## src/rtl/pwm_gctl_pkg.sv

```systemverilog
package pwm_gctl_pkg;
  // word index = byte offset >> 2
  typedef enum logic [2:0] {
    RG_MODE     = 3'd0,
    RG_RUN_SET  = 3'd1,
    RG_RUN_CLR  = 3'd2,
    RG_RUN_STAT = 3'd3,
    RG_IRQ_SET  = 3'd4,
    RG_IRQ_CLR  = 3'd5,
    RG_IRQ_MASK = 3'd6,
    RG_EVT_STAT = 3'd7
  } reg_idx_e;
endpackage

```

## src/rtl/pwm_gctl_setclr.sv

```systemverilog
module pwm_gctl_setclr #(
  parameter int W = 4
) (
  input  logic         clk,
  input  logic         rst,
  input  logic [W-1:0] set_i,
  input  logic [W-1:0] clr_i,
  output logic [W-1:0] q_o,
  output logic [W-1:0] nxt_o
);
  logic [W-1:0] q;

  for (genvar b = 0; b < W; b++) begin : g_bit
    always_comb begin
      nxt_o[b] = q[b];
      if (set_i[b]) nxt_o[b] = 1'b1;
      else if (clr_i[b]) nxt_o[b] = 1'b0;
    end
  end

  always_ff @(posedge clk) begin
    if (rst) q <= '0;
    else     q <= nxt_o;
  end

  assign q_o = q;

  // set bits land, other bits hold
  a_r2_set_lands: assert property (@(posedge clk) disable iff (rst)
    (set_i != '0 && clr_i == '0) |=> ((q_o & $past(set_i)) == $past(set_i)) &&
                                     ((q_o & ~$past(set_i)) == ($past(q_o) & ~$past(set_i))));
  // clear bits drop, other bits hold
  a_r3_clr_lands: assert property (@(posedge clk) disable iff (rst)
    (clr_i != '0 && set_i == '0) |=> ((q_o & $past(clr_i)) == '0) &&
                                     ((q_o & ~$past(clr_i)) == ($past(q_o) & ~$past(clr_i))));
endmodule

```

## src/rtl/pwm_gctl_pending.sv

```systemverilog
module pwm_gctl_pending #(
  parameter int W = 4
) (
  input  logic         clk,
  input  logic         rst,
  input  logic [W-1:0] evt_i,
  input  logic         ack_i,
  output logic [W-1:0] q_o,
  output logic [W-1:0] nxt_o
);
  logic [W-1:0] q;
  logic [W-1:0] keep;

  assign keep  = ack_i ? '0 : q;
  assign nxt_o = keep | evt_i;

  always_ff @(posedge clk) begin
    if (rst) q <= '0;
    else     q <= nxt_o;
  end

  assign q_o = q;

  // an event is never lost, even against an acknowledging read
  a_r6_evt_kept: assert property (@(posedge clk) disable iff (rst)
    (evt_i != '0) |=> ((q_o & $past(evt_i)) == $past(evt_i)));
  // acknowledge with no new event empties the word
  a_r6_ack_clears: assert property (@(posedge clk) disable iff (rst)
    (ack_i && evt_i == '0) |=> (q_o == '0));
endmodule

```

## src/rtl/pwm_gctl.sv

```systemverilog
module pwm_gctl
  import pwm_gctl_pkg::*;
#(
  parameter int NUM_CH = 4,
  parameter int DATA_W = 32,
  parameter int ADDR_W = 5
) (
  input  logic              clk,
  input  logic              rst,
  input  logic              bus_wr,
  input  logic              bus_rd,
  input  logic [ADDR_W-1:0] bus_addr,
  input  logic [DATA_W-1:0] bus_wdata,
  output logic [DATA_W-1:0] bus_rdata,
  input  logic [NUM_CH-1:0] period_evt,
  output logic [NUM_CH-1:0] ch_run,
  output logic [DATA_W-1:0] clk_cfg,
  output logic              irq
);
  localparam int IDX_LSB = 2;
  localparam int IDX_W   = 3;
  localparam int SPAN    = IDX_LSB + IDX_W;

  logic     hit;
  reg_idx_e idx;
  logic [NUM_CH-1:0] wbits;
  logic [NUM_CH-1:0] run_set, run_clr, msk_set, msk_clr;
  logic [NUM_CH-1:0] run_q, run_d, msk_q, msk_d, pnd_q, pnd_d;
  logic              ack;
  logic [DATA_W-1:0] mode_q, rd_word, rdata_q;
  logic              irq_q;

  assign hit   = ((bus_addr >> SPAN) == '0);
  assign idx   = reg_idx_e'(bus_addr[IDX_LSB +: IDX_W]);
  assign wbits = bus_wdata[NUM_CH-1:0];

  always_comb begin
    run_set = '0; run_clr = '0; msk_set = '0; msk_clr = '0;
    if (bus_wr && hit) begin
      unique case (idx)
        RG_RUN_SET: run_set = wbits;
        RG_RUN_CLR: run_clr = wbits;
        RG_IRQ_SET: msk_set = wbits;
        RG_IRQ_CLR: msk_clr = wbits;
        default: ;
      endcase
    end
  end

  assign ack = bus_rd && hit && (idx == RG_EVT_STAT);

  pwm_gctl_setclr #(.W(NUM_CH)) u_run (
    .clk(clk), .rst(rst), .set_i(run_set), .clr_i(run_clr),
    .q_o(run_q), .nxt_o(run_d));

  pwm_gctl_setclr #(.W(NUM_CH)) u_mask (
    .clk(clk), .rst(rst), .set_i(msk_set), .clr_i(msk_clr),
    .q_o(msk_q), .nxt_o(msk_d));

  pwm_gctl_pending #(.W(NUM_CH)) u_pend (
    .clk(clk), .rst(rst), .evt_i(period_evt), .ack_i(ack),
    .q_o(pnd_q), .nxt_o(pnd_d));

  always_ff @(posedge clk) begin
    if (rst) mode_q <= '0;
    else if (bus_wr && hit && idx == RG_MODE) mode_q <= bus_wdata;
  end

  always_comb begin
    rd_word = '0;
    if (hit) begin
      unique case (idx)
        RG_MODE:     rd_word = mode_q;
        RG_RUN_STAT: rd_word[NUM_CH-1:0] = run_q;
        RG_IRQ_MASK: rd_word[NUM_CH-1:0] = msk_q;
        RG_EVT_STAT: rd_word[NUM_CH-1:0] = pnd_q;
        default: ;
      endcase
    end
  end

  always_ff @(posedge clk) begin
    if (rst) begin
      rdata_q <= '0;
      irq_q   <= 1'b0;
    end else begin
      if (bus_rd) rdata_q <= rd_word;
      irq_q <= |(pnd_d & msk_d);
    end
  end

  assign bus_rdata = rdata_q;
  assign ch_run    = run_q;
  assign clk_cfg   = mode_q;
  assign irq       = irq_q;

  // interrupt line agrees with the registered pending and mask words
  a_r7_irq_match: assert property (@(posedge clk) disable iff (rst)
    irq == (|(pnd_q & msk_q)));
  // first cycle out of reset is quiet
  a_r1_reset_quiet: assert property (@(posedge clk) disable iff (rst)
    $past(rst) |-> (ch_run == '0 && msk_q == '0 && pnd_q == '0 && !irq));
  // writes to read-only words leave state untouched
  a_r10_ro_write: assert property (@(posedge clk) disable iff (rst)
    (bus_wr && hit && (idx == RG_RUN_STAT || idx == RG_IRQ_MASK)) |=>
      ($stable(ch_run) && $stable(msk_q)));
endmodule

```

## config.mk

```make
export PLATFORM = sky130hd
export DESIGN_NAME = pwm_gctl
export DESIGN_NICKNAME = d
export VERILOG_FILES = /design/src/rtl/pwm_gctl_pkg.sv /design/src/rtl/pwm_gctl_setclr.sv /design/src/rtl/pwm_gctl_pending.sv /design/src/rtl/pwm_gctl.sv
export SDC_FILE = /design/constraint.sdc
export NUM_CORES = 1
export LEC_CHECK = 0
export CORE_UTILIZATION = 40
export CTS_CLUSTER_DIAMETER = 150
export DETAILED_ROUTE_END_ITERATION = 8
export GPL_ROUTABILITY_DRIVEN = 0
export GPL_TIMING_DRIVEN = 1
export PLACE_DENSITY = 0.73
export SLEW_MARGIN = 20
export SYNTH_ARGS = -nofsm -noshare
export SYNTH_HDL_FRONTEND = slang
export SYNTH_HIERARCHICAL = 1
export SYNTH_SLANG_ARGS = --single-unit
```

## constraint.sdc

```tcl
create_clock -name clk -period 1.7 [get_ports clk]
set_input_delay 0.425 -clock clk [delete_from_list [all_inputs] [get_ports clk]]
set_output_delay 0.425 -clock clk [all_outputs]
set_load 0.02 [all_outputs]
```

==> flow_metrics.tcl, run 1 <==
set metrics [dict create \
    status "completed" \
    fin_crit_sh 0.898 \
    cts_tree "done" \
    slew_violations 0 \
    critical_path.max_stage_delay_ns 0.41 \
    port_buffers 111 \
    crit_family "flip-flops" \
    required_ns 1.27 \
    worstPathCellList "dlygate4sd2_1" \
    ff_latch_area_um2 1540 \
    hold_depth 2 \
    grt_first_pass_wirelength_mm 13.9 \
    finalHoldViolations 0 \
    drc_errors 0 \
    via_count 2986 \
    critical_path_depth 1 \
    clockBufferDepth 2 \
    worst_pin_slew_ns 0.325 \
    die_h_um 91.6 \
    layout_common_cells "dfxtp_1, nand2_1, a21oi_1" \
    multi_input_area_um2 1500 \
    rows 32 \
    ios 114 \
    p_sw_frac 0.226 \
    avgViaCountPerCell 4.90 \
    leakage_nw 2.14 \
    place_area_um2 4540 \
    clock_latency_ns 0.34 \
    synth_area_um2 3210 \
    setup_viol 0 \
    max-vdd-ir-drop_mv 0.570 \
    yosysWarningCount 6 \
    dp_hpwl_mm 5.90 \
    syn_inst 380 \
    start_kind "flop" \
    antenna_found_initial 0 \
    drive_gt1_frac 0.112 \
    syn-num-nets 425 \
    drt_iter0_markers 107 \
    fmax_mhz 655 \
    grt_overflow 0 \
    hold_class "flop to flop" \
    final_nets 549 \
    start_util 0.414 \
    area_growth_pct 46.9 \
    cp-end-kind "output port" \
    grt_pass1_vias 2901 \
    power_density_nw_per_um2 787 \
    wl_per_cell_um 14.0 \
    clkPwrFrac 0.399 \
    wl_mm 8.51 \
    diodes 0 \
    drt.antenna.violating_nets 0 \
    die_w_um 91.6 \
    critPathKind "flop to output port" \
    min_period_ns 1.53 \
    layout_commonest_cell "dfxtp_1" \
    crit_slowest_cell "dfxtp_1" \
    coreArea_um2 7770 \
    fillCellCount 718 \
    grt_use_total 0.210 \
    p_sw_mw 0.838 \
    rsz0062_at_grt "no" \
    skew_ns 0.00825 \
    design_area_um2 4720 \
    p_int_mw 2.88 \
    cts_sinks 77 \
    r2r_cells 3 \
    cts_buffers 9 \
    syn_area_per_cell_um2 8.46 \
    worstPathArrival_ns 1.10 \
    max_slew_margin 0.783 \
    dieArea_um2 8400 \
    power_frac_seq 0.499 \
    setup_tns_ns 0 \
    max_cap_viol_count 0 \
    hold_buffers 0 \
    power.total_mw 3.71 \
    pwr-share-comb 0.102 \
    crit_fanout 3 \
    grt_max_degree 54 \
    first_pass_iters 4 \
    clk_pin_slew_ns 0.07 \
    path_buf_inv 1 \
    cts-root-buf "clkbuf_8" \
    h-tree-depth 3 \
]
final cells by class:
cell class / count / area share
clock inverters: 5 / 0.0159
inverters: 12 / 0.00954
repair buffers: 138 / 0.274
flip-flops and latches: 77 / 0.327
multi-input cells: 266 / 0.318
clock buffers: 10 / 0.0292
well taps: 102 / 0.0270
per-layer routing:
| metal | vias to the layer above | share of wire | GRT usage |
|---|---|---|---|
| met5 | - | 0 | 0 |
| met4 | 0 | 0.0098 | 0.0794 |
| met3 | 8 | 0.048 | 0.0390 |
| met2 | 82 | 0.49 | 0.363 |
| met1 | 1399 | 0.46 | 0.259 |
| li1 | 1497 | - | - |
worst paths after layout:
path	to	slack (ns)	startpoint
worst min-delay path	clk_cfg[4]	0.47	clk_cfg[4]
worst max-delay path	ch_run[3]	0.17	u_run/q_o[3]
worst min register to register	clk_cfg[4]	0.47	clk_cfg[4]
worst max register to register	bus_rdata[3]	0.57	clk_cfg[3]
stage by stage:
stage	worst slack [ns]	util	std cells	hold slack, ns
2_1_floorplan	0.0237	-	380	0.467
3_3_place_gp	-0.405	0.585	593	0.457
3_5_place_dp	-0.401	0.585	593	0.460
4_1_cts	0.0108	0.601	608	0.468
5_1_grt	0.0981	0.608	610	0.491
6_report	0.173	0.608	610	0.467
power by group through the flow:
| stage | Sequential [mW] | Clock [mW] | Combinational (mW) |
|---|---|---|---|
| detailed placement | 1.90 | 0 | 0.388 |
| finish | 1.85 | 1.48 | 0.378 |
| CTS | 1.85 | 1.52 | 0.375 |
| floorplan | 1.92 | 0 | 0.143 |
| global route | 1.86 | 1.59 | 0.409 |
| global placement | 1.90 | 0 | 0.384 |
what timing repair did:
action,in CTS,in global routing
setup endpoints to repair,81,66
pin swaps,0,1
setup buffers,0,1
cloned,0,1
gates resized for setup,68,7
flip-flops by register name, indices dropped and copies added (netlist names):
| signal | cells |
|---|---|
| bus_rdata | 32 |
| u_pend/q_o | 4 |
| irq | 1 |
| u_run/q_o | 4 |
| u_mask/q_o | 4 |
| clk_cfg | 32 |
No activity file was read; power rests on OpenSTA's default activity.
==> run 2: changes to the inputs <==
--- a/config.mk
+++ b/config.mk
@@ -5,6 +5,7 @@
 export SDC_FILE = /design/constraint.sdc
 export NUM_CORES = 1
 export LEC_CHECK = 0
+export CORE_MARGIN = 10
 export CORE_UTILIZATION = 40
 export CTS_CLUSTER_DIAMETER = 150
 export DETAILED_ROUTE_END_ITERATION = 8
==> flow_metrics.tcl, run 2 (synthesized netlist as in run 1, its figures left out) <==
set metrics [dict create \
    port_buffers 111 \
    wl_mm 9.99 \
    max_cap_viol_count 0 \
    crit_slowest_cell "clkdlybuf4s50_1" \
    drt.antenna.violating_nets 0 \
    start_util 0.414 \
    critical_path.max_stage_delay_ns 0.55 \
    worstPathCellList "clkdlybuf4s50_1 > and4_1 > nand2b_1 > nand2_1 > a22oi_1 > a21oi_1" \
    hold_buffers 0 \
    finalHoldViolations 0 \
    worstHoldStart "rst" \
    place_area_um2 4520 \
    rows 32 \
    drive_gt1_frac 0.109 \
    dp_cells 589 \
    slew_violations 0 \
    cts_sinks 77 \
    layout_common_cells "dfxtp_1, nand2_1, a21oi_1" \
    grt_max_degree 68 \
    drt_iter0_markers 108 \
    max_slew_margin 0.796 \
    hold_class "input pin to flop" \
    dp_hpwl_mm 6.77 \
    diodes 0 \
    clockBufferDepth 2 \
    cts-root-buf "clkbuf_8" \
    rsz0062_at_grt "no" \
    avgViaCountPerCell 4.93 \
    dieArea_um2 12000 \
    first_pass_iters 4 \
    critPathKind "input pin to flop" \
    grt_pass1_vias 3043 \
    grt_first_pass_wirelength_mm 15.4 \
    die_h_um 110 \
    clock_latency_ns 0.35 \
    final_nets 547 \
    ios 114 \
    layout_commonest_cell "dfxtp_1" \
    power.total_mw 3.58 \
    fmax_mhz 625 \
    die_w_um 110 \
    hold-worst-slack_ns 0.382 \
    final_cell_count_no_fill 608 \
    start_kind "input pin" \
    power_density_nw_per_um2 760 \
    clk_pin_slew_ns 0.08 \
    area_growth_pct 46.7 \
    grt_use_total 0.162 \
    worstPathArrival_ns 1.82 \
    design_area_um2 4710 \
    antenna_found_initial 0 \
    leakage_nw 2.10 \
    crit_family "buffers and inverters" \
    coreArea_um2 7770 \
    wl_per_cell_um 16.4 \
    regToRegStartpoint "clk_cfg[2]" \
    cts_tree "done" \
    min_period_ns 1.60 \
    setup_viol 0 \
    startpoint "bus_rd" \
    grt_overflow 0 \
    h-tree-depth 3 \
    crit_fanout 4 \
    skew_ns 0.00524 \
    required_ns 1.92 \
    path_buf_inv 1 \
    max-vdd-ir-drop_mv 0.510 \
    fin_crit_sh 0.941 \
    drc_errors 0 \
    cts_buffers 9 \
    via_count 3000 \
    status "completed" \
    cp-end-kind "flop" \
    worst_pin_slew_ns 0.306 \
]
## run 2: per-layer routing
metal | global-route usage | vias to the layer above | share of wire
met5 | 0 | - | 0
met4 | 0.0734 | 0 | 0.019
met3 | 0.0550 | 17 | 0.078
met2 | 0.261 | 81 | 0.48
met1 | 0.191 | 1408 | 0.42
li1 | - | 1494 | -
## run 2: final timing paths
check / slack [ns] / depth (start not counted) / to
max: 0.10 / 6 / irq
min: 0.38 / 2 / u_run/q_o[3]
max reg2reg: 0.48 / 3 / bus_rdata[2]
min reg2reg: 0.47 / 2 / clk_cfg[19]
## run 2: what timing repair did
item                       in CTS  in global routing
pin swaps                       0                  2
resized for setup              71                  6
setup endpoints to repair      70                 57
buffers inserted                0                  2
gates cloned                    0                  2
## run 2: area by class of cell
class / instances / area, um^2
Inverter: 12 / 45.0
Clock inverter: 6 / 65.1
Tap cell: 102 / 128
Multi-Input combinational cell: 266 / 1500
Fill cell: 745 / 3060
Sequential cell: 77 / 1540
Timing Repair Buffer: 136 / 1310
Clock buffer: 9 / 124
## run 2: metrics by stage
step                       util  setup TNS [ns]  setup slack [ns]
after global routing      0.607               0            0.0508
after floorplan               -               0            0.0237
after global placement    0.582          -21.02            -0.339
after detailed placement  0.582          -22.43            -0.346
after CTS                 0.596               0           0.00736
final                     0.607               0             0.100
## run 2: power breakdown
part | internal (mW) | switching [mW]
Combinational | 0.193 | 0.191
Clock | 0.670 | 0.675
Sequential | 1.83 | 0.0228
Total | 2.69 | 0.889
## run 2: worst register-to-register path, delay by kind of cell (launching register included)
family / cells / cell delay (ns)
AOI/OAI and AO/OA: 2 / 0.33
and+or+nand+nor: 1 / 0.47
DFF: 1 / 0.37
